### src/rtl/rx_desc_mgr.sv
module rx_desc_mgr #(
  parameter int NDESC  = 8,
  parameter int LEN_W  = 8,
  parameter int ADDR_W = 12,
  parameter int IDLE_W = 16,
  localparam int IW = $clog2(NDESC),
  localparam int DW = 4 + LEN_W + ADDR_W
) (
  input  logic              clk,
  input  logic              rst_n,
  input  logic              en,
  input  logic              rx_valid,
  input  logic [7:0]        rx_byte,
  input  logic              idle_tick,
  input  logic [LEN_W-1:0]  max_len,
  input  logic [IDLE_W-1:0] max_idle,
  input  logic              desc_we,
  input  logic [IW-1:0]     desc_wr_idx,
  input  logic [DW-1:0]     desc_wdata,
  input  logic [IW-1:0]     desc_rd_idx,
  output logic [DW-1:0]     desc_rdata,
  output logic              mem_we,
  output logic [ADDR_W-1:0] mem_addr,
  output logic [7:0]        mem_data,
  output logic              irq,
  output logic              busy_err,
  output logic              hunting,
  output logic [IW-1:0]     cur_idx
);
  localparam int LEN_LSB   = 4;
  localparam int START_LSB = 4 + LEN_W;

  logic [DW-1:0]     desc [NDESC];
  logic [LEN_W-1:0]  cnt;
  logic [IDLE_W-1:0] idle_cnt;

  logic [DW-1:0] cur;
  assign cur = desc[cur_idx];

  wire              cur_e     = cur[0];
  wire              cur_wrap  = cur[1];
  wire              cur_irq   = cur[2];
  wire              cur_cont  = cur[3];
  wire [ADDR_W-1:0] cur_start = cur[START_LSB +: ADDR_W];

  wire [LEN_W-1:0] cnt_nxt  = cnt + 1'b1;
  wire             store    = en && rx_valid && cur_e;
  wire             drop     = en && rx_valid && !cur_e;
  wire             idle_on  = en && !rx_valid && idle_tick && !hunting
                              && (cnt != '0) && (max_idle != '0);
  wire             idle_hit = idle_on && (idle_cnt <= 1);
  wire             close    = (store && cnt_nxt == max_len) || idle_hit;
  wire [LEN_W-1:0] close_len = store ? cnt_nxt : cnt;
  wire [IW-1:0]    next_idx  = (cur_wrap || cur_idx == IW'(NDESC - 1)) ? '0 : cur_idx + 1'b1;

  assign desc_rdata = desc[desc_rd_idx];

  always_ff @(posedge clk) begin
    if (!rst_n) begin
      for (int i = 0; i < NDESC; i++) desc[i] <= '0;
      cnt      <= '0;
      idle_cnt <= '0;
      cur_idx  <= '0;
      hunting  <= 1'b1;
      mem_we   <= 1'b0;
      mem_addr <= '0;
      mem_data <= '0;
      irq      <= 1'b0;
      busy_err <= 1'b0;
    end else begin
      mem_we   <= store;
      irq      <= close && cur_irq;
      busy_err <= drop;
      if (!en) begin
        hunting  <= 1'b1;
        cur_idx  <= '0;
        cnt      <= '0;
        idle_cnt <= '0;
      end else begin
        if (rx_valid) hunting <= 1'b0;
        if (store) begin
          mem_addr <= cur_start + ADDR_W'(cnt);
          mem_data <= rx_byte;
          idle_cnt <= max_idle;
          cnt      <= cnt_nxt;
        end else if (idle_on && !idle_hit) begin
          idle_cnt <= idle_cnt - 1'b1;
        end
        if (close) begin
          desc[cur_idx] <= {cur_start, close_len, cur_cont, cur_irq, cur_wrap, cur_e & cur_cont};
          cur_idx <= next_idx;
          cnt     <= '0;
        end
      end
      if (desc_we) desc[desc_wr_idx] <= desc_wdata;
    end
  end
endmodule

### config.mk
export PLATFORM = sky130hd
export DESIGN_NAME = rx_desc_mgr
export DESIGN_NICKNAME = d
export VERILOG_FILES = /design/src/rtl/rx_desc_mgr.sv
export SDC_FILE = /design/constraint.sdc
export NUM_CORES = 1
export LEC_CHECK = 0
export CORE_UTILIZATION = 40
export CTS_CLUSTER_SIZE = 25
export DETAILED_ROUTE_END_ITERATION = 7
export GPL_ROUTABILITY_DRIVEN = 1
export SYNTH_ARGS = -nofsm -noshare
export SYNTH_HDL_FRONTEND = slang
export SYNTH_SLANG_ARGS = --single-unit
### constraint.sdc
create_clock -name clk -period 7.08 [get_ports clk]
set_input_delay 0.708 -clock clk [delete_from_list [all_inputs] [get_ports clk]]
set_output_delay 0.708 -clock clk [all_outputs]
set_load 0.01 [all_outputs]
==> flow_metrics.tcl, run 1 <==
set metrics [dict create \
    status "finished, final reports clean" \
    crit_path_max_incr_delay_ns 1.00 \
    clk_latency_ns 0.56 \
    synth.distinct_cells 63 \
    cp_data_required_time_ns 7.52 \
    seq_area_frac_synth_pct 48.74 \
    worst_hold_path.endpoint "mem_data[5]$_SDFFE_PN0P_" \
    cts.reportedPaths.clkPinSlew_ns 0.06 \
    cp_max_fo 20 \
    totalWireLength_mm 42.87 \
    grt_start_max_net_pins 50 \
    max_cap_viols 0 \
    firstDrtPassIters 6 \
    dp_hpwl_mm 25.78 \
    clkSinkCount 246 \
    global_route.overflow_total 0 \
    max-vdd-ir-drop_mv 0.1889 \
    io_pins 119 \
    drtAntennaViolNets 0 \
    synth-warning-count 0 \
    finClkSkew_ns 0.02085 \
    critical_path_at_ns 4.96 \
    finalMaxSlewViolations 0 \
    post_layout_instance_count_excluding_filler_cells 1772 \
    synth_fp_nets 1326 \
    iteration_0_drc_count_of_the_detailed_router 993 \
    multi_input_comb_area_um2 6736 \
    tritoncts.num_buffers 28 \
    clkPwrFrac_pct 42.0 \
    cts-hold-fix-buffers 0 \
    finalPower_mw 3.557 \
    rsz0062_at_grt "no" \
    async_reset_ff_share_pct 0 \
    postCtsResizedCells 0 \
    mostFrequentLayoutCell "sky130_fd_sc_hd__nand2_1" \
    gpl.final_weighted_congestion 0.8488 \
    setup.worst_path.start_class "register" \
    layout-drive-gt1-share_pct 15.79 \
    crit_path_top_delay_cell "sky130_fd_sc_hd__dfxtp_1" \
    syn_std_cell_area_um2 14050 \
    timing.critical_path.cells "buf_4 > mux4_2 > mux2i_1 > inv_1 > ha_1 > fa_1 > a21oi_1 > o2111ai_1 > o211ai_1 > xor2_1 > nand2_1 > a21oi_1" \
    grt_resource_usage_total_pct 23.74 \
    post-route-min-period_ns 4.512 \
    timing.critical_path.mode_cell "sky130_fd_sc_hd__a21oi_1" \
    num-fill-cells 3140 \
    die_y_um 189.4 \
    core.rowCount 68 \
    hold_violations 0 \
    power_report.internal_total_mw 2.726 \
    criticalPathCategory "register to register" \
    first_global_vias 10528 \
    start_util_pct 40.66 \
    grt_pass1_wl_mm 63.97 \
    timing.max_slew.rel_slack_pct 17.15 \
    clock_tree.root_cell "sky130_fd_sc_hd__clkbuf_16" \
    cts.htree.levels 1 \
    antenna_found_initial 0 \
    achievable-frequency_ghz 0.2216 \
    most-common-layout-cells "sky130_fd_sc_hd__nand2_1 (256), sky130_fd_sc_hd__edfxtp_1 (192), sky130_fd_sc_hd__o31ai_1 (188), sky130_fd_sc_hd__clkdlybuf4s50_1 (116), sky130_fd_sc_hd__mux4_2 (80)" \
    tightestPinTransition_ns 1.235 \
    final_report_setup_violation_count 0 \
    area_delta_synth_final_pct 17.82 \
    post-place-cells 1723 \
    cts_tree "built" \
    worstHoldPathCells 2 \
    synth.ff_latch_count 246 \
    cts_max_path_buffers 3 \
    die_area_um2 35870 \
    power.switching_fraction_pct 23.36 \
    leak_pwr_nw 5.318 \
    syn_area_per_cell_um2 11.30 \
    die_width_um 189.4 \
    setup.worst_path.end_class "register" \
    routedWlPerCell_um 24.19 \
    final_net_count 1381 \
    switchingPower_mw 0.8308 \
    holdCritPathClass "register to register" \
    coreArea_um2 34540 \
    detail_route.vias_per_cell 6.146 \
    layout.area.seq_um2 6848 \
    netlist_instances 1243 \
    timing.setup.tns_ns 0 \
    ys.flop_type "sky130_fd_sc_hd__edfxtp_1" \
    hold_start "mem_data[5]$_SDFFE_PN0P_" \
    power_density_nw_per_um2 214.9 \
    final_cycle_share_pct 63.73 \
    share_comb_of_total_power_pct 11.2 \
    drc 0 \
    p_seq_share_pct 46.9 \
    flop2flop_setup_slack_ns 2.57 \
    io_buffer_count 118 \
    post_cts_setup_driven_buffer_insertion_count 0 \
    timing.reg2reg.worst_path_depth 12 \
    num_antenna_cells 0 \
    vias 10890 \
    critical_path.reg2reg.endpoint "mem_addr[10]$_SDFFE_PN0P_" \
    synth-edff-count 192 \
]
## worst max-delay path, delay by kind of cell, from the launching register on
family | cells | cell delay, ns
muxes | 2 | 1.01
DFF | 1 | 1.00
AOI/OAI and AO/OA | 4 | 0.78
adders and majority gates | 2 | 0.74
buffers and inverters | 2 | 0.62
xor gates and xnor gates | 1 | 0.17
and+or+nand+nor | 1 | 0.07
## through the flow
step	hold WS (ns)	util [%]	setup WS, ns	area [µm²]
floorplan	0.4626	-	1.604	14050
global placement	0.4383	45.21	2.768	15620
detailed placement	0.4481	45.21	2.639	15620
CTS	0.4534	47.91	2.588	16550
global route	0.4771	47.91	2.351	16550
finish	0.4519	47.91	2.568	16550
## worst max-delay path by stage
stage                        startpoint                        end  slack [ns]  cells after the start
5_1_grt                        register  mem_addr[10]$_SDFFE_PN0P_        2.35                     12
4_1_cts                        register  mem_addr[10]$_SDFFE_PN0P_        2.59                     12
6_report                       register  mem_addr[10]$_SDFFE_PN0P_        2.57                     12
3_5_place_dp                   register  mem_addr[10]$_SDFFE_PN0P_        2.64                     12
2_1_floorplan  idle_cnt[8]$_SDFFE_PN0P_       desc[0][0]$_DFFE_PP_        1.60                      6
3_3_place_gp                 max_len[4]      desc[6][23]$_DFFE_PP_        2.77                      8
## cell families (layout without fill, tap and decap cells)
logic type	Yosys count	in the layout	share of synthesized area (%)
fa+ha+maj	15	15	1.390
xor+xnor	25	25	1.559
buf+inv	141	215	4.062
mux	126	126	16.32
simple gates	386	386	12.25
compound gates	304	304	15.68
flops	246	246	48.74
## cell type report
cell class | count | area share [%]
flip-flops and latches | 246 | 41.38
inverters | 19 | 0.4309
clock inverters | 14 | 1.247
multi-input cells | 856 | 40.70
clock buffers | 35 | 4.393
repair buffers | 147 | 8.407
well taps | 455 | 3.440
## power groups by stage
stage | combinational [mW] | sequential (mW) | clock, mW
after global placement | 0.394 | 1.69 | 0
after global routing | 0.422 | 1.68 | 1.56
final | 0.398 | 1.67 | 1.49
after floorplan | 0.226 | 1.69 | 0
after detailed placement | 0.396 | 1.70 | 0
after CTS | 0.398 | 1.67 | 1.51
## sequential cells by signal, summed over array words and instances, names as in the netlist, named ones only
signal / cells
busy_err: 1
cnt: 8
cur_idx: 3
desc: 192
hunting: 1
idle_cnt: 16
irq: 1
mem_addr: 12
mem_data: 8
mem_we: 1
## synthesized netlist by cell type, types with 12 or more instances
| library cell | instances | area share, % |
|---|---|---|
| sky130_fd_sc_hd__dfxtp_1 | 54 | 7.7 |
| sky130_fd_sc_hd__xnor2_1 | 13 | 0.81 |
| sky130_fd_sc_hd__ha_1 | 14 | 1.2 |
| sky130_fd_sc_hd__clkbuf_1 | 71 | 1.9 |
| sky130_fd_sc_hd__buf_1 | 32 | 0.86 |
| sky130_fd_sc_hd__nand2_1 | 256 | 6.8 |
| sky130_fd_sc_hd__buf_2 | 14 | 0.50 |
| sky130_fd_sc_hd__nand3_1 | 12 | 0.43 |
| sky130_fd_sc_hd__edfxtp_1 | 192 | 41 |
| sky130_fd_sc_hd__mux2i_1 | 22 | 1.6 |
| sky130_fd_sc_hd__a31oi_1 | 12 | 0.53 |
| sky130_fd_sc_hd__xor2_1 | 12 | 0.75 |
| sky130_fd_sc_hd__mux4_2 | 80 | 13 |
| sky130_fd_sc_hd__nor2_1 | 26 | 0.69 |
| sky130_fd_sc_hd__a21oi_1 | 33 | 1.2 |
| sky130_fd_sc_hd__inv_1 | 17 | 0.45 |
| sky130_fd_sc_hd__mux2_2 | 24 | 1.9 |
| sky130_fd_sc_hd__nor3_1 | 24 | 0.86 |
| sky130_fd_sc_hd__o31ai_1 | 188 | 10 |
## routing by layer
metal / part of all wire (%) / wire length (µm) / GRT usage [%]
met1: 41 / 17740 / 31.95
met2: 47 / 20090 / 38.79
met3: 9.0 / 3869 / 4.208
met4: 2.7 / 1172 / 7.599
met5: 0 / 0 / 0
Note: power is estimated with default switching activity, not from simulation.
==> run 2, diff against run 1 <==
==> constraint.sdc (replaced) <==
create_clock -name clk -period 4.73 [get_ports clk]
set_input_delay 0.473 -clock clk [delete_from_list [all_inputs] [get_ports clk]]
set_output_delay 0.473 -clock clk [all_outputs]
set_load 0.01 [all_outputs]
==> flow_metrics.tcl, run 2 (same netlist as run 1, synthesis figures left out) <==
set metrics [dict create \
    achievable-frequency_ghz 0.2668 \
    setup.worst_path.start_class "register" \
    most-common-layout-cells "sky130_fd_sc_hd__nand2_1 (256), sky130_fd_sc_hd__edfxtp_1 (192), sky130_fd_sc_hd__o31ai_1 (188), sky130_fd_sc_hd__clkdlybuf4s50_1 (116), sky130_fd_sc_hd__mux4_2 (80)" \
    vias 10795 \
    holdCritPathClass "register to register" \
    routedWlPerCell_um 24.17 \
    number_of_flip_flops_under_the_largest_register_name 192 \
    antenna_found_initial 1 \
    critical_path.reg2reg.endpoint "mem_addr[11]$_SDFFE_PN0P_" \
    finClkSkew_ns 0.02063 \
    start_util_pct 40.66 \
    setup.worst_path.end_class "register" \
    worst_slack_at_placement_ns 1.024 \
    post-route-min-period_ns 3.748 \
    num-fill-cells 3151 \
    criticalPathCategory "register to register" \
    tritoncts.num_buffers 27 \
    flop2flop_setup_slack_ns 0.98 \
    hold_violations 0 \
    io_buffer_count 118 \
    critical_path_at_ns 4.15 \
    final_area_um2 16550 \
    crit_path_top_delay_cell "sky130_fd_sc_hd__dfxtp_1" \
    final_report_setup_violation_count 0 \
    cp_data_required_time_ns 5.13 \
    clk_latency_ns 0.54 \
    coreArea_um2 34540 \
    finalMaxSlewViolations 0 \
    max_cap_viols 0 \
    power_density_nw_per_um2 306.9 \
    worst_hold_path.endpoint "mem_addr[11]$_SDFFE_PN0P_" \
    gpl.final_weighted_congestion 0.8419 \
    die_area_um2 35870 \
    rsz0062_at_grt "no" \
    max-vdd-ir-drop_mv 0.2624 \
    clock_tree.root_cell "sky130_fd_sc_hd__clkbuf_16" \
    grt_pass1_wl_mm 65.24 \
    die_width_um 189.4 \
    largest-register "desc" \
    cts.htree.levels 1 \
    power.switching_fraction_pct 23.62 \
    timing.critical_path.mode_cell "sky130_fd_sc_hd__a21oi_1" \
    cp_max_fo 18 \
    dp_hpwl_mm 26.31 \
    iteration_0_drc_count_of_the_detailed_router 1017 \
    cts_tree "built" \
    share_comb_of_total_power_pct 11.8 \
    crit_path_max_incr_delay_ns 0.96 \
    first_global_vias 10806 \
    post_layout_instance_count_excluding_filler_cells 1784 \
    timing.max_slew.rel_slack_pct 21.78 \
    detailed_place.area_um2 15740 \
    die_y_um 189.4 \
    clkPwrFrac_pct 39.1 \
    global_route.overflow_total 0 \
    cts-hold-fix-buffers 0 \
    postLayoutSetupSlackWorst_ns 0.9824 \
    cts_max_path_buffers 3 \
    grt_resource_usage_total_pct 24.19 \
    largest_registers "desc x192, idle_cnt x16, mem_addr x12" \
    timing.critical_path.cells "buf_4 > mux4_2 > mux2i_1 > inv_1 > ha_1 > o21ai_0 > nor3_1 > a21oi_1 > nor4_1 > nand3b_1 > a21oi_1" \
    cts.reportedPaths.clkPinSlew_ns 0.06 \
    timing.setup.tns_ns 0 \
    hold_start "mem_addr[11]$_SDFFE_PN0P_" \
    switchingPower_mw 1.199 \
    layout.area.seq_um2 6848 \
    postCtsResizedCells 0 \
    mostFrequentLayoutCell "sky130_fd_sc_hd__nand2_1" \
    drtAntennaViolNets 0 \
    detail_route.vias_per_cell 6.051 \
    tightestPinTransition_ns 1.141 \
    timing.reg2reg.worst_path_depth 11 \
    p_seq_share_pct 49.1 \
    io_pins 119 \
    final_cycle_share_pct 79.23 \
    clkSinkCount 246 \
    layout-drive-gt1-share_pct 16.27 \
    totalWireLength_mm 43.13 \
    worstHoldPathCells 2 \
    leak_pwr_nw 5.329 \
    area_delta_synth_final_pct 17.82 \
    grt_start_max_net_pins 49 \
    power_report.internal_total_mw 3.879 \
    drc 0 \
    utilization_pct 47.91 \
    firstDrtPassIters 8 \
    final_net_count 1392 \
    post_cts_setup_driven_buffer_insertion_count 0 \
    status "finished, final reports clean" \
    post-place-cells 1735 \
    core.rowCount 68 \
    multi_input_comb_area_um2 6765 \
]
## run 2: stage by stage
step	total power, mW	hold WS [ns]
after CTS	5.115	0.4557
after floorplan	2.864	0.4626
final	5.078	0.4554
after detailed placement	3.140	0.4463
after global routing	5.253	0.4676
after global placement	3.132	0.4404
## run 2: worst max-delay path: cells and delay by family (launching register included)
family | cells | cell delay [ns]
buffers and inverters | 2 | 0.50
DFF | 1 | 0.96
AOI/OAI and AO/OA | 3 | 0.28
muxes | 2 | 0.91
and+or+nand+nor | 3 | 0.59
adders and majority gates | 1 | 0.35
## run 2: cell type report
| class | instances | share of cell area (%) |
|---|---|---|
| Multi-Input combinational cell | 856 | 40.88 |
| Inverter | 19 | 0.4309 |
| Antenna cell | 1 | 0.01512 |
| Timing Repair Buffer | 159 | 8.951 |
| Sequential cell | 246 | 41.38 |
| Clock inverter | 7 | 0.3327 |
| Clock buffer | 41 | 4.574 |
| Tap cell | 455 | 3.440 |
## run 2: worst max-delay path by stage
stage / startpoint / end / slack (ns) / cells after the start
finish: register / mem_addr[11]$_SDFFE_PN0P_ / 0.98 / 11
detailed placement: register / mem_addr[11]$_SDFFE_PN0P_ / 1.02 / 11
floorplan: idle_cnt[8]$_SDFFE_PN0P_ / desc[0][0]$_DFFE_PP_ / -0.75 / 6
CTS: register / mem_addr[11]$_SDFFE_PN0P_ / 1.0 / 11
global placement: register / mem_addr[11]$_SDFFE_PN0P_ / 1.07 / 11
global route: register / mem_addr[11]$_SDFFE_PN0P_ / 0.65 / 11
## run 2: power groups by stage
stage | clock, mW | combinational [mW] | sequential (mW)
floorplan | 0 | 0.339 | 2.52
global placement | 0 | 0.598 | 2.53
detailed placement | 0 | 0.600 | 2.54
CTS | 2.02 | 0.603 | 2.49
global route | 2.11 | 0.641 | 2.51
finish | 1.98 | 0.600 | 2.49
## run 2: metal layers
layer,vias up,wire length (µm),global-route usage [%]
met5,-,0,0
met2,476,20520,40.50
met4,0,1148,7.413
met3,79,3457,4.337
met1,5293,18010,31.79
li1,4947,-,-
